## config.mk

```make
export PLATFORM = sky130hd
export DESIGN_NAME = toggle_wdog
export DESIGN_NICKNAME = d
export VERILOG_FILES = /design/src/rtl/toggle_wdog_pkg.sv /design/src/rtl/wdog_prescale.sv /design/src/rtl/wdog_window_timer.sv /design/src/rtl/wdog_regs.sv /design/src/rtl/toggle_wdog.sv
export SDC_FILE = /design/constraint.sdc
export NUM_CORES = 1
export LEC_CHECK = 0
export BUFFER_PORTS_ARGS = -buffer_cell sky130_fd_sc_hd__buf_2
export CAP_MARGIN = 20
export CORE_MARGIN = 2
export CORE_UTILIZATION = 55
export DETAILED_ROUTE_END_ITERATION = 8
export PLACE_DENSITY = 0.8
export RECOVER_POWER = 50
export SLEW_MARGIN = 20
export SYNTH_ARGS = -nofsm -noshare
export SYNTH_HDL_FRONTEND = slang
export SYNTH_SLANG_ARGS = --single-unit
```

## constraint.sdc

```tcl
create_clock -name clk_i -period 10.1 [get_ports clk_i]
set_clock_uncertainty 0.05 [all_clocks]
set_input_delay 0.505 -clock clk_i [delete_from_list [all_inputs] [get_ports clk_i]]
set_output_delay 0.505 -clock clk_i [all_outputs]
set_load 0.01 [all_outputs]
```

## src/rtl/toggle_wdog_pkg.sv

```systemverilog
package toggle_wdog_pkg;
  localparam logic [1:0] A_CTRL = 2'd0;
  localparam logic [1:0] A_TRIG = 2'd1;
  localparam logic [1:0] A_CODE = 2'd2;
  localparam logic [1:0] A_STAT = 2'd3;
  localparam int unsigned MAX_CODE = 4;

  function automatic int unsigned period_ms(input logic [2:0] code, input int unsigned base);
    int unsigned c;
    c = (int'(code) > MAX_CODE) ? MAX_CODE : int'(code);
    return base << c;
  endfunction
endpackage

```

## src/rtl/wdog_prescale.sv

```systemverilog
module wdog_prescale #(
  parameter int unsigned TICK_DIV = 50
) (
  input  logic clk_i,
  input  logic rst_ni,
  input  logic tick_i,
  output logic ms_tick_o
);
  localparam int unsigned DW = (TICK_DIV > 1) ? $clog2(TICK_DIV) : 1;

  generate
    if (TICK_DIV <= 1) begin : g_pass
      always_ff @(posedge clk_i or negedge rst_ni) begin
        if (!rst_ni) ms_tick_o <= 1'b0;
        else         ms_tick_o <= tick_i;
      end
    end else begin : g_div
      logic [DW-1:0] cnt_q;
      always_ff @(posedge clk_i or negedge rst_ni) begin
        if (!rst_ni) begin
          cnt_q     <= '0;
          ms_tick_o <= 1'b0;
        end else begin
          ms_tick_o <= 1'b0;
          if (tick_i) begin
            if (cnt_q == DW'(TICK_DIV - 1)) begin
              cnt_q     <= '0;
              ms_tick_o <= 1'b1;
            end else begin
              cnt_q <= cnt_q + 1'b1;
            end
          end
        end
      end
    end
  endgenerate
endmodule

```

## src/rtl/wdog_window_timer.sv

```systemverilog
module wdog_window_timer
  import toggle_wdog_pkg::*;
#(
  parameter int unsigned BASE_MS = 125,
  parameter int unsigned CW      = 12
) (
  input  logic          clk_i,
  input  logic          rst_ni,
  input  logic          run_i,
  input  logic          restart_i,
  input  logic          ms_tick_i,
  input  logic [2:0]    code_i,
  output logic          early_o,
  output logic          late_o,
  output logic [CW-1:0] elapsed_o
);
  logic [CW-1:0] lo_w, hi_w;
  int unsigned   p;

  always_comb begin
    p    = period_ms(code_i, BASE_MS);
    lo_w = CW'(p - p / 4);
    hi_w = CW'(p + p / 4);
  end

  always_ff @(posedge clk_i or negedge rst_ni) begin
    if (!rst_ni)                   elapsed_o <= '0;
    else if (!run_i || restart_i)  elapsed_o <= '0;
    else if (ms_tick_i)            elapsed_o <= elapsed_o + 1'b1;
  end

  assign early_o = elapsed_o < lo_w;
  assign late_o  = elapsed_o > hi_w;
endmodule

```

## src/rtl/wdog_regs.sv

```systemverilog
module wdog_regs
  import toggle_wdog_pkg::*;
(
  input  logic       clk_i,
  input  logic       rst_ni,
  input  logic       wr_en_i,
  input  logic [1:0] addr_i,
  input  logic [7:0] wdata_i,
  input  logic       fault_i,
  input  logic       accept_i,
  output logic       en_o,
  output logic       irq_en_o,
  output logic [2:0] code_o,
  output logic       status_o,
  output logic       exp_o,
  output logic [7:0] rdata_o
);
  always_ff @(posedge clk_i or negedge rst_ni) begin
    if (!rst_ni) begin
      en_o     <= 1'b0;
      irq_en_o <= 1'b0;
      code_o   <= '0;
    end else if (wr_en_i) begin
      if (addr_i == A_CTRL) begin
        en_o     <= wdata_i[0];
        irq_en_o <= wdata_i[1];
      end
      if (addr_i == A_CODE) code_o <= wdata_i[2:0];
    end
  end

  // set beats clear in the same cycle
  always_ff @(posedge clk_i or negedge rst_ni) begin
    if (!rst_ni)                                             status_o <= 1'b0;
    else if (fault_i)                                        status_o <= 1'b1;
    else if (wr_en_i && addr_i == A_STAT && wdata_i[0])      status_o <= 1'b0;
  end

  // value the next refresh must carry; 1 after enable
  always_ff @(posedge clk_i or negedge rst_ni) begin
    if (!rst_ni)       exp_o <= 1'b1;
    else if (!en_o)    exp_o <= 1'b1;
    else if (accept_i) exp_o <= ~exp_o;
  end

  always_comb begin
    unique case (addr_i)
      A_CTRL:  rdata_o = {6'b0, irq_en_o, en_o};
      A_TRIG:  rdata_o = {7'b0, ~exp_o};
      A_CODE:  rdata_o = {5'b0, code_o};
      default: rdata_o = {7'b0, status_o};
    endcase
  end
endmodule

```

## src/rtl/toggle_wdog.sv

```systemverilog
module toggle_wdog
  import toggle_wdog_pkg::*;
#(
  parameter int unsigned TICK_DIV = 50,
  parameter int unsigned BASE_MS  = 125
) (
  input  logic       clk_i,
  input  logic       rst_ni,
  input  logic       tick_i,
  input  logic       wr_en_i,
  input  logic [1:0] addr_i,
  input  logic [7:0] wdata_i,
  output logic [7:0] rdata_o,
  output logic       timeout_o,
  output logic       irq_o
);
  localparam int unsigned MAX_P = BASE_MS << MAX_CODE;
  localparam int unsigned CW    = $clog2(MAX_P + MAX_P / 4 + 2);

  logic          ms_tick, early, late;
  logic [CW-1:0] elapsed;
  logic          en, irq_en, status, exp_val;
  logic [2:0]    code;
  logic          trig_wr, bad, fault, accept, restart;

  assign trig_wr = wr_en_i && addr_i == A_TRIG && en;
  assign bad     = trig_wr && (early || wdata_i[0] != exp_val);
  assign fault   = bad || (en && late);
  assign accept  = trig_wr && !bad;
  assign restart = trig_wr || late;

  wdog_prescale #(.TICK_DIV(TICK_DIV)) u_pre (
    .clk_i(clk_i), .rst_ni(rst_ni), .tick_i(tick_i), .ms_tick_o(ms_tick)
  );

  wdog_window_timer #(.BASE_MS(BASE_MS), .CW(CW)) u_tmr (
    .clk_i(clk_i), .rst_ni(rst_ni), .run_i(en), .restart_i(restart),
    .ms_tick_i(ms_tick), .code_i(code), .early_o(early), .late_o(late),
    .elapsed_o(elapsed)
  );

  wdog_regs u_regs (
    .clk_i(clk_i), .rst_ni(rst_ni), .wr_en_i(wr_en_i), .addr_i(addr_i),
    .wdata_i(wdata_i), .fault_i(fault), .accept_i(accept), .en_o(en),
    .irq_en_o(irq_en), .code_o(code), .status_o(status), .exp_o(exp_val),
    .rdata_o(rdata_o)
  );

  assign timeout_o = status;
  assign irq_o     = status & irq_en;
endmodule

```

==> results.tsv, run 1 <==
metric	value	unit
status	finished clean	
row_count	23	
cts_setup_buffers	0	
async_reset_ff_share	100	%
fin_nets	305	
relSlewSlack	5.38	%
path_clk_slew	90	ps
combPwrFrac	39.5	%
worst_slack	5810	ps
netlist_instances	242	
drt-total-wl	4.29	mm
hold_viol_final	0	
yosys.area.top_type_share	28.3	%
crit_path_start	u_regs.code_o[0]	
fmax	233	MHz
cp_cell_sequence	inv_1 -> nor3_1 -> ha_1 -> a21oi_1 -> o22ai_1 -> a311oi_1 -> o21ai_0 -> xor2_1 -> ha_1 -> nand2_1 -> nor3_1 -> o2bb2ai_1 -> a21oi_1 -> a221o_1	
final_cells	303	
regToRegSetupSlack	5810	ps
fin_crit	4290	ps
clockPowerShare	22.9	%
dp.final_hpwl	3.25	mm
first_pass_iters	4	
grt_setup_unrepaired	false	
yosysTopAreaCell	dfrtp_1	
avgSynthCellArea	9.15	µm²
p_total	0.375	mW
insertion_delay	270	ps
cts_buffer_depth	2	
dr.first_iter.drc_count	89	
vias	1722	
synth_edf_count	0	
cts_inserted_buffers	3	
cts_hold_buffers	0	
ys_top_cells_by_area	dfrtp_1 28%, ha_1 20%, xor2_1 4.4%	
core	0.00394	mm²
required	10260	ps
ys_seq_elements	26	
h-tree-depth	1	
yosysSeqAreaShare	29.5	%
die_area	0.00455	mm²
worstRegToRegCells	14	
p_int	0.238	mW
tightest_slew	1420	ps
min_from	wdata_i[2]	
slew_viol_final	0	
path_class	reg2reg	
grt_pass1_vias	1616	
vias_per_cell	5.68	
yosysWarnings	0	
p_seq_share	37.7	%
grt_usage	20.8	%
power.switching	0.137	mW
crit_arrival	4450	ps
grt_max_degree	27	
tns	0	ps
gp_congestion	0.868	
drtAntennaViolNets	0	
endpoint	u_regs.status_o	
period_share	42.5	%
syn_to_final_growth	7.12	%
ys.flop_type	dfrtp_1	
clock-root-buffer	clkbuf_8	
crit_fanout	13	
cts_tree	built	
finalSetupViolations	0	
drv_cap	0	
placed_cells	299	
routedWlPerCell	14.2	µm
syn_area	0.00221	mm²
r2r_end	u_regs.status_o	
die_x	67.4	µm
diodes	0	
synth.distinct_cells	43	
cts_resized	0	
layout-drive-gt1-share	9.88	%
slowest_delay	790	ps
hold_ws	415	ps
portBuffers	13	
critPathCaptureType	register	
holdCritPathClass	in2reg	
antenna_found_initial	0	
start_kind	register	
mostFrequentLayoutCells	36 x ha_1, 25 x dfrtp_1, 18 x inv_1, 18 x nor3_1, 15 x nand2_1	
p_per_area	158	mW/mm²
p_leak	1.17	nW
drc	0	
start_util	56.1	%
slowest_stage	a21oi_1	
ir_drop	69.9	µV
io_pins	24	
grt.overflow.total	0	
swShare	36.4	%
cts.sinks	26	
mostFrequentLayoutCell	ha_1	
r2r_start	u_regs.code_o[0]	
dp_slack	5870	ps
grt_pass1_wl	7.19	mm
die_y	67.4	µm
-- per-stage QoR --
| stage | util [%] | cell area (µm²) |
|---|---|---|
| after CTS | 60.2 | 2370 |
| after detailed placement | 58.4 | 2300 |
| after global placement | 58.4 | 2300 |
| after global routing | 60.1 | 2370 |
| after floorplan | - | 2230 |
| final | 60.1 | 2370 |
-- worst min-delay path by stage --
stage	to	slack, ps	cells after the start
after CTS	u_pre.g_div.cnt_q[0]	180	1
after floorplan	u_pre.g_div.cnt_q[0]	160	0
after detailed placement	u_pre.g_div.cnt_q[3]	460	1
after global placement	u_pre.g_div.cnt_q[3]	460	1
after global routing	u_regs.code_o[2]	420	2
final	u_regs.code_o[2]	410	2
-- layer usage --
| metal | up-vias | part of all wire (%) | routed length [µm] | GRT usage, % |
|---|---|---|---|---|
| met5 | - | 0 | 0 | 0 |
| met4 | 0 | 0.44 | 19 | 3.06 |
| met3 | 2 | 1.9 | 80 | 3.50 |
| met2 | 21 | 48 | 2050 | 35.1 |
| met1 | 818 | 50 | 2140 | 28.6 |
| li1 | 881 | - | - | - |
-- worst max-delay path: cells and delay by family, from the launching register on --
kind,cells,cell delay (ps)
DFF,1,560
AOI/OAI and AO/OA,7,1990
adders and majority gates,2,650
and+or+nand+nor,3,620
buffers and inverters,1,190
xor gates and xnor gates,1,170
-- synthesized netlist by cell type, drive strengths merged, types with 4 or more instances --
master / number
ha: 36
dfrtp: 25
inv: 18
nor3: 18
nand2: 15
nor2: 13
a21oi: 12
xor2: 11
xnor2: 9
nand3: 8
nand4: 8
buf: 6
mux2: 6
o21ai: 6
clkbuf: 5
and2: 4
o22ai: 4
-- state kept, by name (all words and copies together), names as in the netlist --
register,flops
u_pre.g_div.cnt_q,6
u_pre.ms_tick_o,1
u_regs.code_o,3
u_regs.en_o,1
u_regs.exp_o,1
u_regs.irq_en_o,1
u_regs.status_o,1
u_tmr.elapsed_o,12
-- power groups by stage --
stage          logic (mW)  clock network [mW]  registers (mW)
3_5_place_dp        0.147                   0           0.142
3_3_place_gp        0.141                   0           0.141
4_1_cts             0.149              0.0874           0.141
5_1_grt             0.170              0.0924           0.144
2_1_floorplan       0.119                   0           0.134
6_report            0.148              0.0857           0.141
-- cell type report --
class | instances | area (µm²)
clock buffers | 3 | 41.3
multi-input cells | 191 | 1450
repair buffers | 14 | 70.1
flip-flops and latches | 26 | 652
inverters | 18 | 67.6
clock inverters | 1 | 30.0
fillers | 323 | 1570
well taps | 50 | 62.6
-- cells by family after synthesis --
| logic type | count (synthesis) | synth area share, % |
|---|---|---|
| and+or+nand+nor | 84 | 20.0 |
| adders and majority gates | 37 | 21.3 |
| AOI/OAI and AO/OA | 34 | 9.61 |
| buffers and inverters | 29 | 5.82 |
| DFF | 26 | 29.5 |
| xor gates and xnor gates | 20 | 7.91 |
| muxes | 10 | 5.60 |
| other | 2 | 0.339 |
(Power assumes the default switching activity.)
==> inputs of run 2 (changes only) <==
- ABC_AREA: not set -> 1
- clock period: 10.1 -> 4.13 ns (I/O delays scaled with it)
==> run 2 against run 1 <==
Non-clock buffer count unchanged. Final cell count increased by 24%. Sequential power increased by 130%. Combinational power increased by 120%. Setup slack got worse by 5000 ps. Die area increased by 5.6%. Maximum frequency increased by 29%. Final area increased by 5.8%. Critical path type unchanged. Largest power group is now sequential cells.
==> results.tsv, run 2 <==
metric	value	unit	change
status	finished clean		
grt_setup_unrepaired	false		
start_util	57.8	%	+1.6 points
swShare	36.3	%	-0.11 points
vias_per_cell	5.12		-10%
largest_register	u_tmr.elapsed_o		
slowest_delay	460	ps	-330 ps
path_class	reg2reg		
synth_edf_count	0		unchanged
clockPowerShare	24.7	%	+1.8 points
grt_pass1_wl	8.00	mm	+11%
cp_cell_sequence	nor2_1 -> nor2_1 -> inv_1 -> ha_1 -> nand2_1 -> inv_1 -> nand4_1 -> nand3_2 -> a21oi_2 -> xor2_1 -> ha_1 -> nand2_1 -> nor2_1 -> and2_1 -> nand2_1 -> nand3_1 -> nand2_1 -> nand2_2 -> nor2_1		
drc	0		unchanged
yosysTopAreaCell	dfrtp_1		
tns	0	ps	unchanged
critPathTopFamily	simple AND/OR/NAND/NOR gates		
ys_top_cells_by_area	dfrtp_1 27%, ha_1 19%, nand2_1 9.4%		
grt_usage	20.2	%	-0.59 points
grt_pass1_vias	1823		+13%
worst_slack	791	ps	-5010 ps
fmax	300	MHz	+29%
finalSetupViolations	0		unchanged
slew_viol_final	0		unchanged
core	0.00406	mm²	+2.9%
fin_nets	379		+24%
yosys-top-cells-count	59 x nand2_1, 48 x inv_1, 43 x nor2_1		
io_pins	24		unchanged
cts_inserted_buffers	3		unchanged
h-tree-depth	1		unchanged
die_x	69.3	µm	+2.8%
yosys.area.top_type_share	26.7	%	-1.6 points
largest_reg_flops	12		unchanged
synth_top_family_by_area	simple AND/OR/NAND/NOR gates		
die_y	69.3	µm	+2.8%
cts.sinks	26		unchanged
top_regs	u_tmr.elapsed_o: 12 flops, u_pre.g_div.cnt_q: 6 flops, u_regs.code_o: 3 flops		
hold_viol_final	0		unchanged
routedWlPerCell	11.6	µm	-18%
netlist_instances	313		+29%
insertion_delay	280	ps	about the same
crit_fanout	12		-1
holdCritPathClass	in2reg		
synth.distinct_cells	39		-9.3%
cts_tree	built		
p_int	0.552	mW	+130%
cts_buffer_depth	2		unchanged
hold_ws	132	ps	-283 ps
synth-xor-area-share	5.60	%	-2.3 points
layout-drive-gt1-share	8.56	%	-1.3 points
dp.final_hpwl	3.51	mm	+7.8%
p_seq_share	38.0	%	+0.3 points
yosysWarnings	0		unchanged
critPathCaptureType	register		
vias	1929		+12%
crit_buf_inv	2		+1
row_count	23		unchanged
ys.flop_type	dfrtp_1		
p_leak	1.38	nW	+19%
p_per_area	346	mW/mm²	+120%
mostFrequentLayoutCell	nand2_1		
grt.overflow.total	0		unchanged
syn_to_final_growth	6.94	%	
mostFrequentLayoutCells	59 x nand2_1, 49 x inv_1, 43 x nor2_1		
relSlewSlack	6.74	%	+1.4 points
async_reset_ff_share	100	%	unchanged
grt_max_degree	27		unchanged
p_total	0.867	mW	+130%
crit_arrival	3500	ps	-950 ps
path_clk_slew	90	ps	about the same
drt-total-wl	4.36	mm	+1.7%
power.switching	0.315	mW	+130%
diodes	0		unchanged
drtAntennaViolNets	0		unchanged
synth_adder_area_share	20.1	%	-1.2 points
combPwrFrac	37.2	%	-2.3 points
first_pass_iters	4		unchanged
antenna_found_initial	0		unchanged
start_kind	register		
synth.most_common_cell	nand2_1		
cts_setup_buffers	0		unchanged
slowest_stage	dfrtp_1		
portBuffers	13		unchanged
required	4300	ps	-5960 ps
yosysSeqAreaShare	27.8	%	-1.7 points
dp_slack	820	ps	-5050 ps
synth_compound_area_share	8.54	%	-1.1 points
drv_cap	0		unchanged
fin_crit	3340	ps	-955 ps
clock-root-buffer	clkbuf_8		
syn_area	0.00234	mm²	+5.9%
tightest_slew	1400	ps	-20.3 ps
avgSynthCellArea	7.49	µm²	-18%
ir_drop	297	µV	+320%
die_area	0.00480	mm²	+5.6%
synthSimpleGateAreaFrac	26.0	%	+6.0 points
gp_congestion	0.853		-1.8%
synth_mux_area_share	0.427	%	-5.2 points
ys_seq_elements	26		unchanged
dr.first_iter.drc_count	87		-2.2%
period_share	80.8	%	+38 points
run 2: cell count changes after synthesis, moves of 4 or more:
cell	change
clkbuf_1	-5
nand3_1	+7
nor2_1	+30
mux2_2	-5
xnor2_1	-5
a21oi_1	+4
inv_1	+30
nand2_1	+44
nor3_1	-17
run 2: cell type report:
class	instances	area [µm²]
Clock buffer	3	41.3
Clock inverter	1	30.0
Multi-Input combinational cell	232	1440
Sequential cell	26	652
Timing Repair Buffer	14	72.6
Fill cell	376	1550
Tap cell	50	62.6
Inverter	51	205
run 2: timing repair:
item,4_1_cts,5_1_grt
endpoints found under the hold margin,25,0
hold buffers,1,0
resized for setup,0,0
run 2: worst reg2reg max path: stages, from the launching register on:
cell     delay (ps)
dfrtp_1         460
nor2_1          410
nor2_1          180
inv_1           180
ha_1            280
nand2_1          70
inv_1            50
nand4_1          80
nand3_2          90
a21oi_2         140
xor2_1          150
ha_1            260
nand2_1          80
nor2_1           50
and2_1          150
nand2_1          70
nand3_1         120
nand2_1         100
nand2_2         160
nor2_1          150
run 2: kinds of logic (layout without fill, tap and decap cells):
kind of cell	after synthesis	after routing
AO/OA/AOI/OAI	35	35
XOR/XNOR	15	15
adder cells (fa/ha/maj)	37	37
buffers and inverters	59	69
flip-flops	26	26
multiplexers	1	1
other	2	6
AND/OR/NAND/NOR	138	138
run 2: layer usage:
metal  wire, µm  vias to the layer above  part of all wire (%)  track usage, %
li1           -                     1017                     -               -
met1       2030                      884                    46            26.2
met2       2160                       23                    50            35.7
met3        113                        5                   2.6            2.18
met4         57                        0                   1.3            5.45
met5          0                        -                     0               0
run 2: per-stage QoR:
step | std cells | area, µm² | utilization [%]
after floorplan | 317 | 2360 | -
after global placement | 372 | 2430 | 59.9
after detailed placement | 372 | 2430 | 59.9
after CTS | 377 | 2510 | 61.9
after global routing | 377 | 2510 | 61.8
final | 377 | 2510 | 61.8
run 2: power groups by stage:
stage	clock [mW]	sequential [mW]	combinational, mW
floorplan	0	0.325	0.260
global placement	0	0.332	0.311
detailed placement	0	0.335	0.323
CTS	0.220	0.330	0.328
global route	0.228	0.336	0.377
finish	0.215	0.330	0.323
run 2: worst paths after layout:
check / slack (ps) / end / cells after the start / startpoint
min in group asynchronous: 720 / u_pre.g_div.cnt_q[1] / 2 / rst_ni
worst max register to register: 790 / u_tmr.elapsed_o[9] / 19 / u_regs.code_o[1]
worst min-delay path: 130 / u_regs.code_o[2] / 3 / wdata_i[2]
worst max-delay path: 790 / u_tmr.elapsed_o[9] / 19 / u_regs.code_o[1]
max in group asynchronous: 2490 / u_regs.code_o[2] / 2 / rst_ni
worst min register to register: 440 / u_regs.code_o[0] / 2 / u_regs.code_o[0]
